--- config.mk ---
export PLATFORM = sky130hd
export DESIGN_NAME = gpio_port
export DESIGN_NICKNAME = d
export VERILOG_FILES = /design/src/rtl/gpio_pkg.sv /design/src/rtl/gpio_startup_timer.sv /design/src/rtl/gpio_sync.sv /design/src/rtl/gpio_regs.sv /design/src/rtl/gpio_port.sv
export SDC_FILE = /design/constraint.sdc
export NUM_CORES = 1
export LEC_CHECK = 0
export ABC_AREA = 1
export BUFFER_PORTS_ARGS = -buffer_cell sky130_fd_sc_hd__clkbuf_2
export CORE_MARGIN = 2
export CORE_UTILIZATION = 51
export DETAILED_ROUTE_END_ITERATION = 12
export PLACE_DENSITY = 0.73
export SYNTH_ARGS = -nofsm -noshare
export SYNTH_HDL_FRONTEND = slang
export SYNTH_SLANG_ARGS = --single-unit
--- constraint.sdc ---
create_clock -name clk_i -period 1.5 [get_ports clk_i]
set_input_delay 0.075 -clock clk_i [delete_from_list [all_inputs] [get_ports clk_i]]
set_output_delay 0.075 -clock clk_i [all_outputs]
set_load 0.005 [all_outputs]
--- src/rtl/gpio_pkg.sv ---
package gpio_pkg;
  localparam int unsigned ADDR_W = 2;

  typedef enum logic [ADDR_W-1:0] {
    REG_DIR  = 2'd0,
    REG_DOUT = 2'd1,
    REG_DIN  = 2'd2,
    REG_NONE = 2'd3
  } reg_sel_e;
endpackage

--- src/rtl/gpio_startup_timer.sv ---
module gpio_startup_timer #(
  parameter int unsigned CLK_FREQ_HZ = 4_915_200,
  parameter int unsigned DELAY_MS    = 140
) (
  input  logic clk_i,
  input  logic rst_ni,
  output logic expire_o,
  output logic done_o
);
  localparam int unsigned TICKS_RAW = (CLK_FREQ_HZ / 1000) * DELAY_MS;
  localparam int unsigned TICKS     = (TICKS_RAW < 1) ? 1 : TICKS_RAW;
  localparam int unsigned CNT_W     = $clog2(TICKS + 1);
  localparam logic [CNT_W-1:0] LAST = CNT_W'(TICKS - 1);

  logic [CNT_W-1:0] cnt_q;
  logic             done_q;

  assign expire_o = !done_q && (cnt_q == LAST);
  assign done_o   = done_q;

  always_ff @(posedge clk_i or negedge rst_ni) begin
    if (!rst_ni) begin
      cnt_q  <= '0;
      done_q <= 1'b0;
    end else if (expire_o) begin
      done_q <= 1'b1;
    end else if (!done_q) begin
      cnt_q <= cnt_q + 1'b1;
    end
  end


  cnt_range_chk: assert property (@(posedge clk_i) disable iff (!rst_ni)
    cnt_q <= LAST);


  done_sticky_chk: assert property (@(posedge clk_i) disable iff (!rst_ni)
    done_q |=> done_q);


  done_timing_chk: assert property (@(posedge clk_i) disable iff (!rst_ni)
    $rose(done_q) |-> $past(cnt_q) == LAST);
endmodule

--- src/rtl/gpio_sync.sv ---
module gpio_sync #(
  parameter int unsigned NUM_PINS = 8
) (
  input  logic                clk_i,
  input  logic                rst_ni,
  input  logic [NUM_PINS-1:0] pin_i,
  output logic [NUM_PINS-1:0] pin_sync_o
);
  logic [NUM_PINS-1:0] s1_q, s2_q;

  for (genvar i = 0; i < NUM_PINS; i++) begin : g_pin
    always_ff @(posedge clk_i or negedge rst_ni) begin
      if (!rst_ni) begin
        s1_q[i] <= 1'b0;
        s2_q[i] <= 1'b0;
      end else begin
        s1_q[i] <= pin_i[i];
        s2_q[i] <= s1_q[i];
      end
    end
  end

  assign pin_sync_o = s2_q;

  logic [1:0] warm_q;
  always_ff @(posedge clk_i or negedge rst_ni) begin
    if (!rst_ni)            warm_q <= '0;
    else if (warm_q != 2'd2) warm_q <= warm_q + 1'b1;
  end


  sync_latency_chk: assert property (@(posedge clk_i) disable iff (!rst_ni)
    (warm_q == 2'd2) |-> (s2_q == $past(pin_i, 2)));
endmodule

--- src/rtl/gpio_regs.sv ---
module gpio_regs #(
  parameter int unsigned NUM_PINS = 8
) (
  input  logic                clk_i,
  input  logic                rst_ni,
  input  logic                expire_i,
  input  logic                done_i,
  input  logic                wr_dir_i,
  input  logic                wr_out_i,
  input  logic [NUM_PINS-1:0] wdata_i,
  output logic [NUM_PINS-1:0] dir_eff_o,
  output logic [NUM_PINS-1:0] out_eff_o
);
  logic [NUM_PINS-1:0] dir_q, out_q;
  logic                dir_seen_q, out_seen_q;

  always_ff @(posedge clk_i or negedge rst_ni) begin
    if (!rst_ni) begin
      dir_q      <= '0;
      dir_seen_q <= 1'b0;
    end else if (wr_dir_i) begin
      dir_q      <= wdata_i;
      dir_seen_q <= 1'b1;
    end else if (expire_i && !dir_seen_q) begin
      dir_q <= '1; // default: all outputs
    end
  end

  // output default is low, already the reset value
  always_ff @(posedge clk_i or negedge rst_ni) begin
    if (!rst_ni) begin
      out_q      <= '0;
      out_seen_q <= 1'b0;
    end else if (wr_out_i) begin
      out_q      <= wdata_i;
      out_seen_q <= 1'b1;
    end
  end

  assign dir_eff_o = done_i ? dir_q : '0;
  assign out_eff_o = done_i ? out_q : '0;


  default_dir_chk: assert property (@(posedge clk_i) disable iff (!rst_ni)
    ($rose(done_i) && !$past(dir_seen_q) && !$past(wr_dir_i)) |-> (dir_eff_o == '1));


  default_out_chk: assert property (@(posedge clk_i) disable iff (!rst_ni)
    ($rose(done_i) && !$past(out_seen_q) && !$past(wr_out_i)) |-> (out_eff_o == '0));


  held_dir_chk: assert property (@(posedge clk_i) disable iff (!rst_ni)
    ($rose(done_i) && $past(dir_seen_q) && !$past(wr_dir_i)) |-> (dir_q == $past(dir_q)));


  dir_write_chk: assert property (@(posedge clk_i) disable iff (!rst_ni)
    (done_i && wr_dir_i) |=> (dir_eff_o == $past(wdata_i)));


  dir_hold_chk: assert property (@(posedge clk_i) disable iff (!rst_ni)
    (done_i && !wr_dir_i) |=> $stable(dir_eff_o));


  out_hold_chk: assert property (@(posedge clk_i) disable iff (!rst_ni)
    (done_i && !wr_out_i) |=> $stable(out_eff_o));
endmodule

--- src/rtl/gpio_port.sv ---
module gpio_port
  import gpio_pkg::*;
#(
  parameter int unsigned NUM_PINS    = 8,
  parameter int unsigned CLK_FREQ_HZ = 4_915_200,
  parameter int unsigned DELAY_MS    = 140
) (
  input  logic                clk_i,
  input  logic                rst_ni,
  input  logic                wr_en_i,
  input  logic [ADDR_W-1:0]   addr_i,
  input  logic [NUM_PINS-1:0] wdata_i,
  output logic [NUM_PINS-1:0] rdata_o,
  input  logic [NUM_PINS-1:0] pin_i,
  output logic [NUM_PINS-1:0] pin_oe_o,
  output logic [NUM_PINS-1:0] pin_out_o
);
  logic                expire, done;
  logic [NUM_PINS-1:0] pin_sync, dir_eff, out_eff;
  reg_sel_e            sel;

  assign sel = reg_sel_e'(addr_i);

  gpio_startup_timer #(
    .CLK_FREQ_HZ(CLK_FREQ_HZ),
    .DELAY_MS   (DELAY_MS)
  ) u_timer (
    .clk_i   (clk_i),
    .rst_ni  (rst_ni),
    .expire_o(expire),
    .done_o  (done)
  );

  gpio_sync #(.NUM_PINS(NUM_PINS)) u_sync (
    .clk_i     (clk_i),
    .rst_ni    (rst_ni),
    .pin_i     (pin_i),
    .pin_sync_o(pin_sync)
  );

  gpio_regs #(.NUM_PINS(NUM_PINS)) u_regs (
    .clk_i    (clk_i),
    .rst_ni   (rst_ni),
    .expire_i (expire),
    .done_i   (done),
    .wr_dir_i (wr_en_i && (sel == REG_DIR)),
    .wr_out_i (wr_en_i && (sel == REG_DOUT)),
    .wdata_i  (wdata_i),
    .dir_eff_o(dir_eff),
    .out_eff_o(out_eff)
  );

  assign pin_oe_o  = dir_eff;
  assign pin_out_o = out_eff;

  always_comb begin
    unique case (sel)
      REG_DIR:  rdata_o = dir_eff;
      REG_DOUT: rdata_o = out_eff;
      REG_DIN:  rdata_o = pin_sync;
      default:  rdata_o = '0;
    endcase
  end


  float_window_chk: assert property (@(posedge clk_i) disable iff (!rst_ni)
    (!done && !$past(done)) |-> (pin_oe_o == '0));


  ignored_addr_chk: assert property (@(posedge clk_i) disable iff (!rst_ni)
    (done && wr_en_i && (sel inside {REG_DIN, REG_NONE})) |=> ($stable(pin_oe_o) && $stable(pin_out_o)));
endmodule

Word-level counts from Yosys, hierarchy flattened
Index checks and enable logic that the tools add are counted.
Operators by class
  add/sub/neg operators: 1
  multiply operators: 0
  div/mod/pow operators: 0
  order comparisons: 0
  equality and inequality tests: 3
  shifts and indexed selects: 0
  multiplexer cells: 5
  bitwise operators: 2
  reduce and logical (&&, ||, !) cells: 9
Operators with widths (count)
  two-way mux 8 bit: 4
  one-hot mux 8 bit (3 select lines): 1
  adder 20 x 1 -> 20 bit (second input constant): 1
  equality test 20 bit (second input constant): 1
  logical AND 1 bit: 4
  equality test 2 x 1 -> 1 bit (second input constant): 1
  equality test 2 bit (second input constant): 1
  zero test 1 bit: 2
  zero test 2 bit: 1
  NOT 1 bit: 2
  AND reduction 2 bit: 1
  nonzero test 2 bit: 1
Storage, ports and cells
  flip-flop bits (word level): 54
  latch bits: 0
  bits in writable memories: 0
  ROM bits: 0
  input bits: 21
  output and inout bits: 24
  word-level logic and storage cells: 41
  memories kept: 0

Depth between registers and ports, before layout
Gate-level depths: netlist of run 1.
  depth after elaboration: 5
  gate-level depth with buffers: 10
  depth with buffers taken out: 9

Cells and area by module
From an unflattened synthesis of run 1, not the netlist that was laid out.
Unflattened totals
  cell total of the unflattened synthesis: 367
  area, all modules: 2904.0 um2
By module, submodules not included
  gpio_startup_timer: times used 1, cells each 196, area each 1342.5 um2, seq. area each 525.5 um2
  gpio_regs: times used 1, cells each 115, area each 939.7 um2, seq. area each 425.4 um2
  gpio_sync: times used 1, cells each 16, area each 400.4 um2, seq. area each 400.4 um2
  gpio_port: times used 1, cells each 40, area each 221.5 um2, seq. area each 0.0 um2

Worst setup path before layout of run 1
No wires, ideal clock.
  kind: flip-flop to flip-flop
  start: reg u_timer.cnt_q[0]
  end: reg u_timer.cnt_q[17]
  arrival time: 1.384 ns
  data required time: 1.384 ns
  slack: -0.001 ns
  stages on the path, launching flop included: 10
  buffers on the path: 1
  cells stage by stage: dfrtp_1 ha_1 inv_2 nor2_2 nand4_2 nor2_2 nor2_4 buf_6 nand2_1 nand2_1
Between the ends
  longest elaborated chain between the ends: 4
RTL lines
  start: declaration: RTL line gpio_startup_timer.sv:15  | logic [CNT_W-1:0] cnt_q;
  start signal: assignment: RTL line gpio_startup_timer.sv:28  | cnt_q <= cnt_q + 1'b1;
  branches (longest 4 deep; another with adder 20 x 1 -> 20 bit)
Parallel ways; which one is timed is not known.
A chain may end at the register's enable or synchronous reset.

Final worst setup path of run 1
  start: reg u_timer.cnt_q[10]
  end: reg u_timer.cnt_q[19]
The elaborated chain is that of the path after synthesis.

==> impl_results.md, run 1 <==
* Starting density of the core at 0.533
* Die Height at 77.5 um
* Post-synth cell types at 23
* Worst Skew at 0.00465 ns
* Via count at 2513
* CTS tree: built
* Logic gate share of total power at 0.078
* Yosys Warn Count at 0
* Share of cells above drive strength 1 at 0.264
* Minimum clock period at 1.47 ns
* Syn Std Cell Area at 0.00276 mm2
* Final Cycle Share at 0.982
* Largest family of logic cells by synthesized area: simple AND/OR/NAND/NOR gates
* Max Root-Sink Buffers at 2
* Post-Synthesis Net Count at 375
* CP Class: flip-flop to flip-flop
* Drt wl/cell at 12.8 um
* Sequential Power Share at 0.599
* Vias per inst at 4.98
* Kind of cell adding the most delay to the critical path: simple AND/OR/NAND/NOR gates
* Synth-to-layout area growth at 27.4%
* Data required time of the worst path at 1.71 ns
* Number of port buffers at 44
* Worst endpoint data arrival time at 1.68 ns
* Max-slew violations at 0
* Die width at 77.5 um
* Layout Nets at 456
* Critical Path Most Common Cell: nand2_1
* R2r setup slk at 0.03 ns
* Total iterations of the first detailed-routing run at 5
* Pleak at 1.91 nW
* Post-synthesis sequential area ratio at 0.490
* Fin util at 0.679
* Commonest non-fill, non-tap cell in the layout: nand2_1
* Num CTS Buffers at 5
* Post-synthesis adder-cell area fraction at 0.00454
* Final antenna-violating net count at 0
* Routability-driven placement congestion ratio at 0.859
* Outcome: complete, no violations
* H-tree depth at 2
* Commonest cells after routing, fill and taps aside: 149 x nand2_1, 52 x dfrtp_1, 44 x clkbuf_2
* Critical path cell sequence: nand2_1, nor2_4, nand2_4, nor2_2, nor2_4, buf_12, nand2_1, nand2_1
* Fmax at 0.679 GHz
* R2r startpoint: u_timer.cnt_q[10]
* Pwr Density at 756 mW/mm2
* Die area at 0.00601 mm2
* Vias in the first global route at 2267
* Startpoint Class: flip-flop
* Crit. End Element: flip-flop
* Switching pwr at 0.676 mW
* RR Endpoint: u_timer.cnt_q[19]
* CP Max Fanout at 18
* CTS sink count at 54
* DRT Wirelength at 6.45 mm
* IO Count at 45
* Max stage delay on crit path at 0.44 ns
* Mux cell area share after synthesis at 0
* FF+latch count, synth at 54
* Synth Area in Compound Gates at 0.0540
* Initial antenna violation count at 0
* Simple-gate portion of the synthesized area at 0.335
* Syn avg cell area at 7.81 um2
* WHS Endpoint: u_regs.out_q[5]
* DP HPWL at 4.53 mm
* Slowest CP cell: dfrtp_1
* Crit path buffers/inverters at 1
* GR Util All Layers at 0.218
* Clk pwr share at 0.324
* Slew @ Worst Pin at 0.511 ns
* Number of cells on the worst hold path at 3
* Grt total ovfl at 0
* Sw Share at 0.255
* MaxCap Viol Count at 0
* Internal Power at 1.98 mW
* WHS at 0.0123 ns
* Floorplan Core Area at 0.00517 mm2
* Setup Viol. Count Final at 0
* DRT iter0 DRCs at 251
* Hold Fails Final Rpt at 0
* Synth Area in XOR/XNOR at 0.0413
* Clk Latency, worst-skew pair at 0.31 ns
* Relative slew slack at 0.658
* Max VDD drop at 0.573 mV
* R2r worst-path depth at 8
* Root buffer cell: clkbuf_8
* CTS clk-pin slew, worst paths at 0.10 ns
* CP Depth at 8
* Largest net degree at the start of global routing at 55
* First-pass GRT wire length at 10.5 mm
* Hold_sp: wdata_i[5]
* Final WS setup at 0.0272 ns
* Hold Path Class: input pin to flip-flop
* ANT cells at 0
* Drc violations at 0
* Place WS at 0.0244 ns
* RSZ-0062 raised after global routing: yes
* Syn Inst Count at 353
* Placement row count at 26
[per-layer routing]
metal / routed length (um) / global-route usage / up-vias
met5: 0 / 0 / -
met4: 39 / 0.0536 / 0
li1: - / - / 1247
met2: 3060 / 0.343 / 97
met1: 3000 / 0.322 / 1165
met3: 351 / 0.0314 / 4
[area by class of cell]
cell class	count	area, um2
Clock buffer	5	68.8
Clock inverter	3	26.3
Fill cell	411	1660
Inverter	42	158
Multi-Input combinational cell	252	1270
Sequential cell	54	1350
Tap cell	70	87.6
Timing Repair Buffer	79	547
[power by group through the flow]
| stage | combinational [mW] | sequential [mW] | clock, mW |
|---|---|---|---|
| detailed placement | 0.187 | 1.62 | 0 |
| finish | 0.206 | 1.59 | 0.860 |
| floorplan | 0.0934 | 1.61 | 0 |
| CTS | 0.205 | 1.59 | 0.871 |
| global route | 0.237 | 1.60 | 0.927 |
| global placement | 0.179 | 1.61 | 0 |
[worst min-delay path, stage by stage]
cell and delay [ns]:
clkbuf_2 0.08, inv_1 0.05, o21ai_0 0.08
[sequential cells by signal, summed over array words and instances (netlist names)]
name	cells
u_timer.cnt_q	20
u_regs.dir_q	8
u_regs.out_q	8
u_sync.pin_sync_o	8
u_sync.s1_q	8
u_regs.dir_seen_q	1
u_timer.done_o	1
[synthesized netlist by cell type]
cell type / instances / area, um2
nand2_1: 154 / 578
dfrtp_1: 54 / 1350
inv_1: 38 / 143
nor2_1: 27 / 101
nand3_1: 17 / 85.1
o21ai_0: 12 / 60.1
o221ai_1: 8 / 70.1
xor2_1: 7 / 61.3
xnor2_1: 6 / 52.6
nand2_2: 5 / 31.3
nor2_2: 5 / 31.3
nor2_4: 4 / 45.0
buf_6: 3 / 33.8
clkbuf_1: 2 / 7.51
clkinv_1: 2 / 7.51
inv_2: 2 / 7.51
buf_4: 1 / 7.51
ha_1: 1 / 12.5
nand2_4: 1 / 11.3
nand4_2: 1 / 12.5
nand4_4: 1 / 21.3
o21bai_4: 1 / 18.8
or2_2: 1 / 6.26
[kinds of logic (layout without fill, tap and decap cells)]
| group | Yosys count | in the layout |
|---|---|---|
| xor gates and xnor gates | 13 | 13 |
| and+or+nand+nor | 216 | 217 |
| buffers and inverters | 48 | 129 |
| DFF | 54 | 54 |
| adders and majority gates | 1 | 1 |
| AOI/OAI and AO/OA | 21 | 21 |
[how the worst max path moves through the flow]
stage                           start  slack, ns                 to
floorplan            u_timer.cnt_q[0]       0.03  u_timer.cnt_q[17]
global placement     u_timer.cnt_q[0]       0.06    u_regs.dir_q[5]
detailed placement   u_timer.cnt_q[0]       0.02    u_regs.dir_q[6]
CTS                    u_timer.done_o      0.004         rdata_o[6]
global route         u_timer.cnt_q[3]      -0.03  u_timer.cnt_q[19]
finish              u_timer.cnt_q[10]       0.03  u_timer.cnt_q[19]
[timing repair]
action | in CTS | in global routing
setup endpoints to repair | 19 | 36
hold buffers | 9 | 0
pin swaps | 1 | 5
resized for setup | 2 | 17
gates cloned | 0 | 1
endpoints found under the hold margin | 62 | 0
buffers inserted | 0 | 7
[stage by stage]
stage	power (mW)	area [um2]	TNS, ns	std cells
after global placement	1.79	3200	0	480
after detailed placement	1.80	3200	0	480
after floorplan	1.70	2760	0	353
after global routing	2.76	3510	-0.402	505
after CTS	2.66	3390	0	497
final	2.66	3510	0	505
(Power assumes the default switching activity.)
==> run 2: changes to the inputs <==
--- a/config.mk
+++ b/config.mk
@@ -7,10 +7,12 @@
 export LEC_CHECK = 0
 export ABC_AREA = 1
 export BUFFER_PORTS_ARGS = -buffer_cell sky130_fd_sc_hd__clkbuf_2
+export CELL_PAD_IN_SITES_DETAIL_PLACEMENT = 1
+export CELL_PAD_IN_SITES_GLOBAL_PLACEMENT = 1
 export CORE_MARGIN = 2
-export CORE_UTILIZATION = 51
+export CORE_UTILIZATION = 37
 export DETAILED_ROUTE_END_ITERATION = 12
-export PLACE_DENSITY = 0.73
+export PLACE_DENSITY = 0.72
 export SYNTH_ARGS = -nofsm -noshare
 export SYNTH_HDL_FRONTEND = slang
 export SYNTH_SLANG_ARGS = --single-unit
==> run 2 against run 1 <==
Against the previous run:
- sequential power about the same
- flip-flop and latch count unchanged
- via count about the same
- wire length increased by 20%
- highest routed layer unchanged
==> impl_results.md, run 2 (synthesized netlist as in run 1, its figures left out) <==
* Drc violations at 0 (unchanged)
* CTS tree: built
* WHS at 0.0135 ns (+0.00116 ns)
* CTS sink count at 54 (unchanged)
* Drt wl/cell at 14.3 um (+12%)
* Via count at 2511 (-0.080%)
* First-pass GRT wire length at 12.9 mm (+23%)
* H-tree depth at 2 (unchanged)
* Clk Latency, worst-skew pair at 0.31 ns (about the same)
* Top reg by flops: u_timer.cnt_q
* Placement row count at 31 (+19%)
* Vias per inst at 4.66 (-6.4%)
* Layout Nets at 461 (+1.1%)
* Minimum clock period at 1.46 ns (-0.00922 ns)
* Hold Fails Final Rpt at 0 (unchanged)
* Fmax at 0.683 GHz (+0.63%)
* Data required time of the worst path at 1.71 ns (about the same)
* Startpoint Class: flip-flop
* Die area at 0.00816 mm2 (+36%)
* DRT Wirelength at 7.73 mm (+20%)
* Number of port buffers at 44 (unchanged)
* DP HPWL at 5.75 mm (+27%)
* Max FFs per register at 20 (unchanged)
* CTS clk-pin slew, worst paths at 0.10 ns (about the same)
* Pleak at 1.94 nW (+1.9%)
* Hold Path Class: input pin to flip-flop
* Worst endpoint data arrival time at 1.67 ns (about the same)
* Worst Skew at 0.0106 ns (+0.00595 ns)
* Final antenna-violating net count at 0 (unchanged)
* Routability-driven placement congestion ratio at 0.785 (-8.6%)
* Synth-to-layout area growth at 32.7%
* Design Area, Final at 0.00366 mm2 (+4.1%)
* Initial antenna violation count at 0 (unchanged)
* Relative slew slack at 0.624 (-0.0341)
* Total iterations of the first detailed-routing run at 4 (-1)
* CP Max Fanout at 11 (-7)
* Share of cells above drive strength 1 at 0.291 (+0.0265)
* Floorplan Core Area at 0.00721 mm2 (+39%)
* Commonest cells after routing, fill and taps aside: 151 x nand2_1, 51 x dfrtp_1, 44 x clkbuf_2
* Die width at 90.3 um (+17%)
* Pwr Density at 780 mW/mm2 (+3.1%)
* Num CTS Buffers at 5 (unchanged)
* Max-slew violations at 0 (unchanged)
* GR Util All Layers at 0.196 (-0.0222)
* Slew @ Worst Pin at 0.562 ns (+0.0510 ns)
* Max VDD drop at 0.506 mV (-12%)
* Root buffer cell: clkbuf_8
* MaxCap Viol Count at 0 (unchanged)
* Dpl cell area at 0.00329 mm2 (+2.8%)
* Commonest non-fill, non-tap cell in the layout: nand2_1
* Vias in the first global route at 2669 (+18%)
* Outcome: complete, no violations
* Max Root-Sink Buffers at 2 (unchanged)
* Die Height at 90.3 um (+17%)
* Setup Viol. Count Final at 0 (unchanged)
* Grt total ovfl at 0 (unchanged)
* Largest net degree at the start of global routing at 55 (unchanged)
* IO Count at 45 (unchanged)
* DRT iter0 DRCs at 96 (-62%)
* Crit. End Element: flip-flop
* RSZ-0062 raised after global routing: yes
* Final Cycle Share at 0.976 (-0.00615)
* Starting density of the core at 0.382 (-0.151)
* ANT cells at 0 (unchanged)
* CP Class: flip-flop to flip-flop
[run 2: cell count changes in the layout (fill, tap and decap cells not counted), moves of 2 or more]
cell	previous run	this run
buf_4	22	28
nor2_2	9	11
o221ai_1	8	2
o221ai_2	0	6
nor2_1	21	18
nand2_2	9	7
nand2_1	149	151
[run 2: metal layers]
metal,track usage,vias to the layer above,routed length [um]
met5,0,-,0
met4,0.0410,0,90
met3,0.0301,7,276
met2,0.323,38,3700
met1,0.276,1211,3670
li1,-,1255,-
[run 2: what timing repair did]
action,in CTS,in global routing
hold buffers,9,0
buffers inserted,1,4
cloned,0,1
endpoints found under the setup margin,12,33
pin swaps,1,8
endpoints found under the hold margin,62,0
gates resized for setup,2,26
[run 2: final cells by class]
| class | instances | area (um2) |
|---|---|---|
| inverters | 42 | 160 |
| clock inverters | 2 | 38.8 |
| flip-flops and latches | 54 | 1360 |
| well taps | 99 | 124 |
| clock buffers | 6 | 82.6 |
| multi-input cells | 252 | 1320 |
| repair buffers | 84 | 581 |
| fillers | 915 | 3560 |
[run 2: path summary, 6_finish.rpt]
check | from | endpoint | slack, ns | cells past startpoint
worst max-delay path | u_timer.cnt_q[0] | u_timer.cnt_q[19] | 0.04 | 9
worst min-delay path | wdata_i[5] | u_regs.out_q[5] | 0.01 | 3
worst max register to register | u_timer.cnt_q[0] | u_timer.cnt_q[19] | 0.04 | 9
worst min register to register | u_sync.s1_q[5] | u_sync.pin_sync_o[5] | 0.36 | 0
max in group asynchronous | rst_ni | u_timer.done_o | 0.93 | 3
min in group asynchronous | rst_ni | u_timer.cnt_q[10] | 0.28 | 3
[run 2: worst max-delay path, stage by stage (launching register included)]
cell and delay [ns]:
dfrtp_1 0.40, ha_4 0.18, inv_4 0.04, nor2_4 0.10
nand4_2 0.15, nor2_4 0.14, nor2_4 0.04, buf_4 0.17
nand2_1 0.09, nand2_1 0.06
[run 2: where the power goes]
part	leakage [nW]	switching [mW]	internal (mW)
clock network	0.0618	0.493	0.550
registers	0.662	0.0511	1.55
logic	1.22	0.121	0.0908
[run 2: metrics by stage]
step,std cells,utilization,worst slack [ns],power (mW),TNS (ns)
after floorplan,353,-,0.0252,1.70,0
after global placement,516,0.456,0.0535,1.80,0
after detailed placement,516,0.456,-0.0199,1.81,-0.0234
after CTS,534,0.488,0.0150,2.88,0
after global routing,539,0.507,-0.0610,2.98,-0.650
final,539,0.507,0.0364,2.85,0
==> run 3: changes to the inputs <==
--- a/config.mk
+++ b/config.mk
@@ -12,7 +12,7 @@
 export CORE_MARGIN = 2
 export CORE_UTILIZATION = 37
 export DETAILED_ROUTE_END_ITERATION = 12
-export PLACE_DENSITY = 0.72
+export PLACE_DENSITY = 0.83
 export SYNTH_ARGS = -nofsm -noshare
 export SYNTH_HDL_FRONTEND = slang
 export SYNTH_SLANG_ARGS = --single-unit
==> run 3 against run 2 <==
Against the previous run:
- wire length is 0.88% higher
- critical path depth stayed put
- final cell count is 0.56% lower
- sequential share of layout area is 1.1 points higher
- first-iteration DRC count is 14% lower
- worst hold slack better by 0.0067 ns
- setup slack worse by 0.0053 ns
- utilization is 1.5 points lower
==> impl_results.md, run 3 (synthesized netlist as in run 1, its figures left out) <==
* Critical path cell sequence: ha_4, inv_4, nor2_4, nand4_2, nor2_2, nor2_4, buf_12, nand2_1, nand2_1
* Max stage delay on crit path at 0.41 ns (about the same)
* Final WS setup at 0.0311 ns (-0.00533 ns)
* Pleak at 1.91 nW (-1.5%)
* Share of cells above drive strength 1 at 0.270 (-0.0209)
* Num CTS Buffers at 5 (unchanged)
* Final antenna-violating net count at 0 (unchanged)
* Largest net degree at the start of global routing at 55 (unchanged)
* Worst Skew at 0.0111 ns (+0.000514 ns)
* Number of port buffers at 44 (unchanged)
* Non-Filler Instances at 536 (-0.56%)
* DRT Wirelength at 7.80 mm (+0.88%)
* Vias in the first global route at 2703 (+1.3%)
* Multi-input logic area at 0.00128 mm2 (-2.9%)
* DRT iter0 DRCs at 83 (-14%)
* MaxCap Viol Count at 0 (unchanged)
* Routability-driven placement congestion ratio at 0.812 (+3.5%)
* Placed cells at 513 (-0.58%)
* Commonest cells after routing, fill and taps aside: 152 x nand2_1, 51 x dfrtp_1, 44 x clkbuf_2
* Die width at 90.3 um (unchanged)
* Drc violations at 0 (unchanged)
* CTS sink count at 54 (unchanged)
* Minimum clock period at 1.47 ns (+0.00533 ns)
* DP HPWL at 5.56 mm (-3.3%)
* Max Root-Sink Buffers at 2 (unchanged)
* Die area at 0.00816 mm2 (unchanged)
* Die Height at 90.3 um (unchanged)
* ANT cells at 0 (unchanged)
* Clk Latency, worst-skew pair at 0.31 ns (about the same)
* Fmax at 0.681 GHz (-0.36%)
* Total iterations of the first detailed-routing run at 4 (unchanged)
* Grt total ovfl at 0 (unchanged)
* CTS tree: built
* Pwr Density at 739 mW/mm2 (-5.2%)
* Max-slew violations at 0 (unchanged)
* Floorplan Core Area at 0.00721 mm2 (unchanged)
* Root buffer cell: clkbuf_8
* Startpoint Class: flip-flop
* Place WS at 0.00263 ns (+0.0226 ns)
* Crit. End Element: flip-flop
* CP Max Fanout at 18 (+7)
* H-tree depth at 2 (unchanged)
* Max VDD drop at 0.386 mV (-24%)
* WHS at 0.0202 ns (+0.00674 ns)
* Worst endpoint data arrival time at 1.67 ns (about the same)
* Max FFs per register at 20 (unchanged)
* Setup Viol. Count Final at 0 (unchanged)
* Synth-to-layout area growth at 28.9%
* Slew @ Worst Pin at 0.562 ns (-0.000364 ns)
* CTS clk-pin slew, worst paths at 0.10 ns (about the same)
* First-pass GRT wire length at 13.2 mm (+1.8%)
* Final Cycle Share at 0.979 (+0.00355)
* Placement row count at 31 (unchanged)
* GR Util All Layers at 0.200 (+0.00337)
* IO Count at 45 (unchanged)
* Power Total at 2.62 mW (-8.0%)
* CP Class: flip-flop to flip-flop
* RSZ-0062 raised after global routing: yes
* Reg area at 0.00136 mm2 (unchanged)
* Drt wl/cell at 14.6 um (+1.4%)
* Layout Nets at 459 (-0.43%)
* Fillers at 929 (+1.5%)
* Hold Path Class: input pin to flip-flop
* Data required time of the worst path at 1.70 ns (about the same)
* Initial antenna violation count at 0 (unchanged)
* Relative slew slack at 0.624 (about the same)
* Vias per inst at 4.79 (+2.7%)
* Commonest non-fill, non-tap cell in the layout: nand2_1
* Via count at 2565 (+2.2%)
* Starting density of the core at 0.382 (unchanged)
* Top reg by flops: u_timer.cnt_q
* Slowest CP cell: dfrtp_1
* Hold Fails Final Rpt at 0 (unchanged)
* Outcome: complete, no violations
[run 3: path summary, 6_finish.rpt]
check                                  from  slack, ns  depth (start not counted)              endpoint
setup reg to reg           u_timer.cnt_q[0]       0.03                          9     u_timer.cnt_q[16]
setup / recovery           u_timer.cnt_q[0]       0.03                          9     u_timer.cnt_q[16]
hold reg to reg              u_sync.s1_q[5]       0.36                          0  u_sync.pin_sync_o[5]
min in group asynchronous            rst_ni       0.29                          3       u_regs.out_q[5]
hold / removal                   wdata_i[3]       0.02                          3       u_regs.out_q[3]
max in group asynchronous            rst_ni       0.94                          3        u_timer.done_o
[run 3: critical path, delay by kind of cell, from the launching register on]
kind / cells / cell delay (ns)
simple gates: 6 / 0.58
fa+ha+maj: 1 / 0.18
buf+inv: 2 / 0.19
flops: 1 / 0.41
[run 3: what timing repair did]
action / in CTS / in global routing
pin swaps: 0 / 4
endpoints found under the hold margin: 62 / 0
cloned: 0 / 1
gates resized for setup: 2 / 20
setup buffers: 1 / 5
hold buffers: 9 / 0
endpoints found under the setup margin: 16 / 31
[run 3: routing by layer]
| metal | up-vias | GRT usage | routed length (um) | share of wire |
|---|---|---|---|---|
| li1 | 1251 | - | - | - |
| met1 | 1267 | 0.248 | 3300 | 0.42 |
| met2 | 40 | 0.357 | 4190 | 0.54 |
| met3 | 7 | 0.0334 | 209 | 0.027 |
| met4 | 0 | 0.0577 | 106 | 0.014 |
| met5 | - | 0 | 0 | 0 |
[run 3: stage by stage]
stage	setup TNS, ns	utilization	area [um2]
after detailed placement	0	0.451	3250
after global placement	0	0.451	3250
after CTS	0	0.477	3440
final	0	0.492	3550
after global routing	-1.08	0.492	3550
after floorplan	0	-	2760
[run 3: area by class of cell]
type / count / share of cell area
Sequential cell: 54 / 0.381
Multi-Input combinational cell: 252 / 0.360
Timing Repair Buffer: 82 / 0.156
Inverter: 42 / 0.0451
Tap cell: 99 / 0.0349
Clock buffer: 5 / 0.0194
Clock inverter: 2 / 0.00387
[run 3: report_power, final]
part	leakage [nW]	total (mW)	internal [mW]	switching, mW
Combinational	1.20	0.213	0.0886	0.124
Clock	0.0444	0.816	0.324	0.492
Sequential	0.662	1.60	1.55	0.0500
Total	1.91	2.62	1.96	0.666
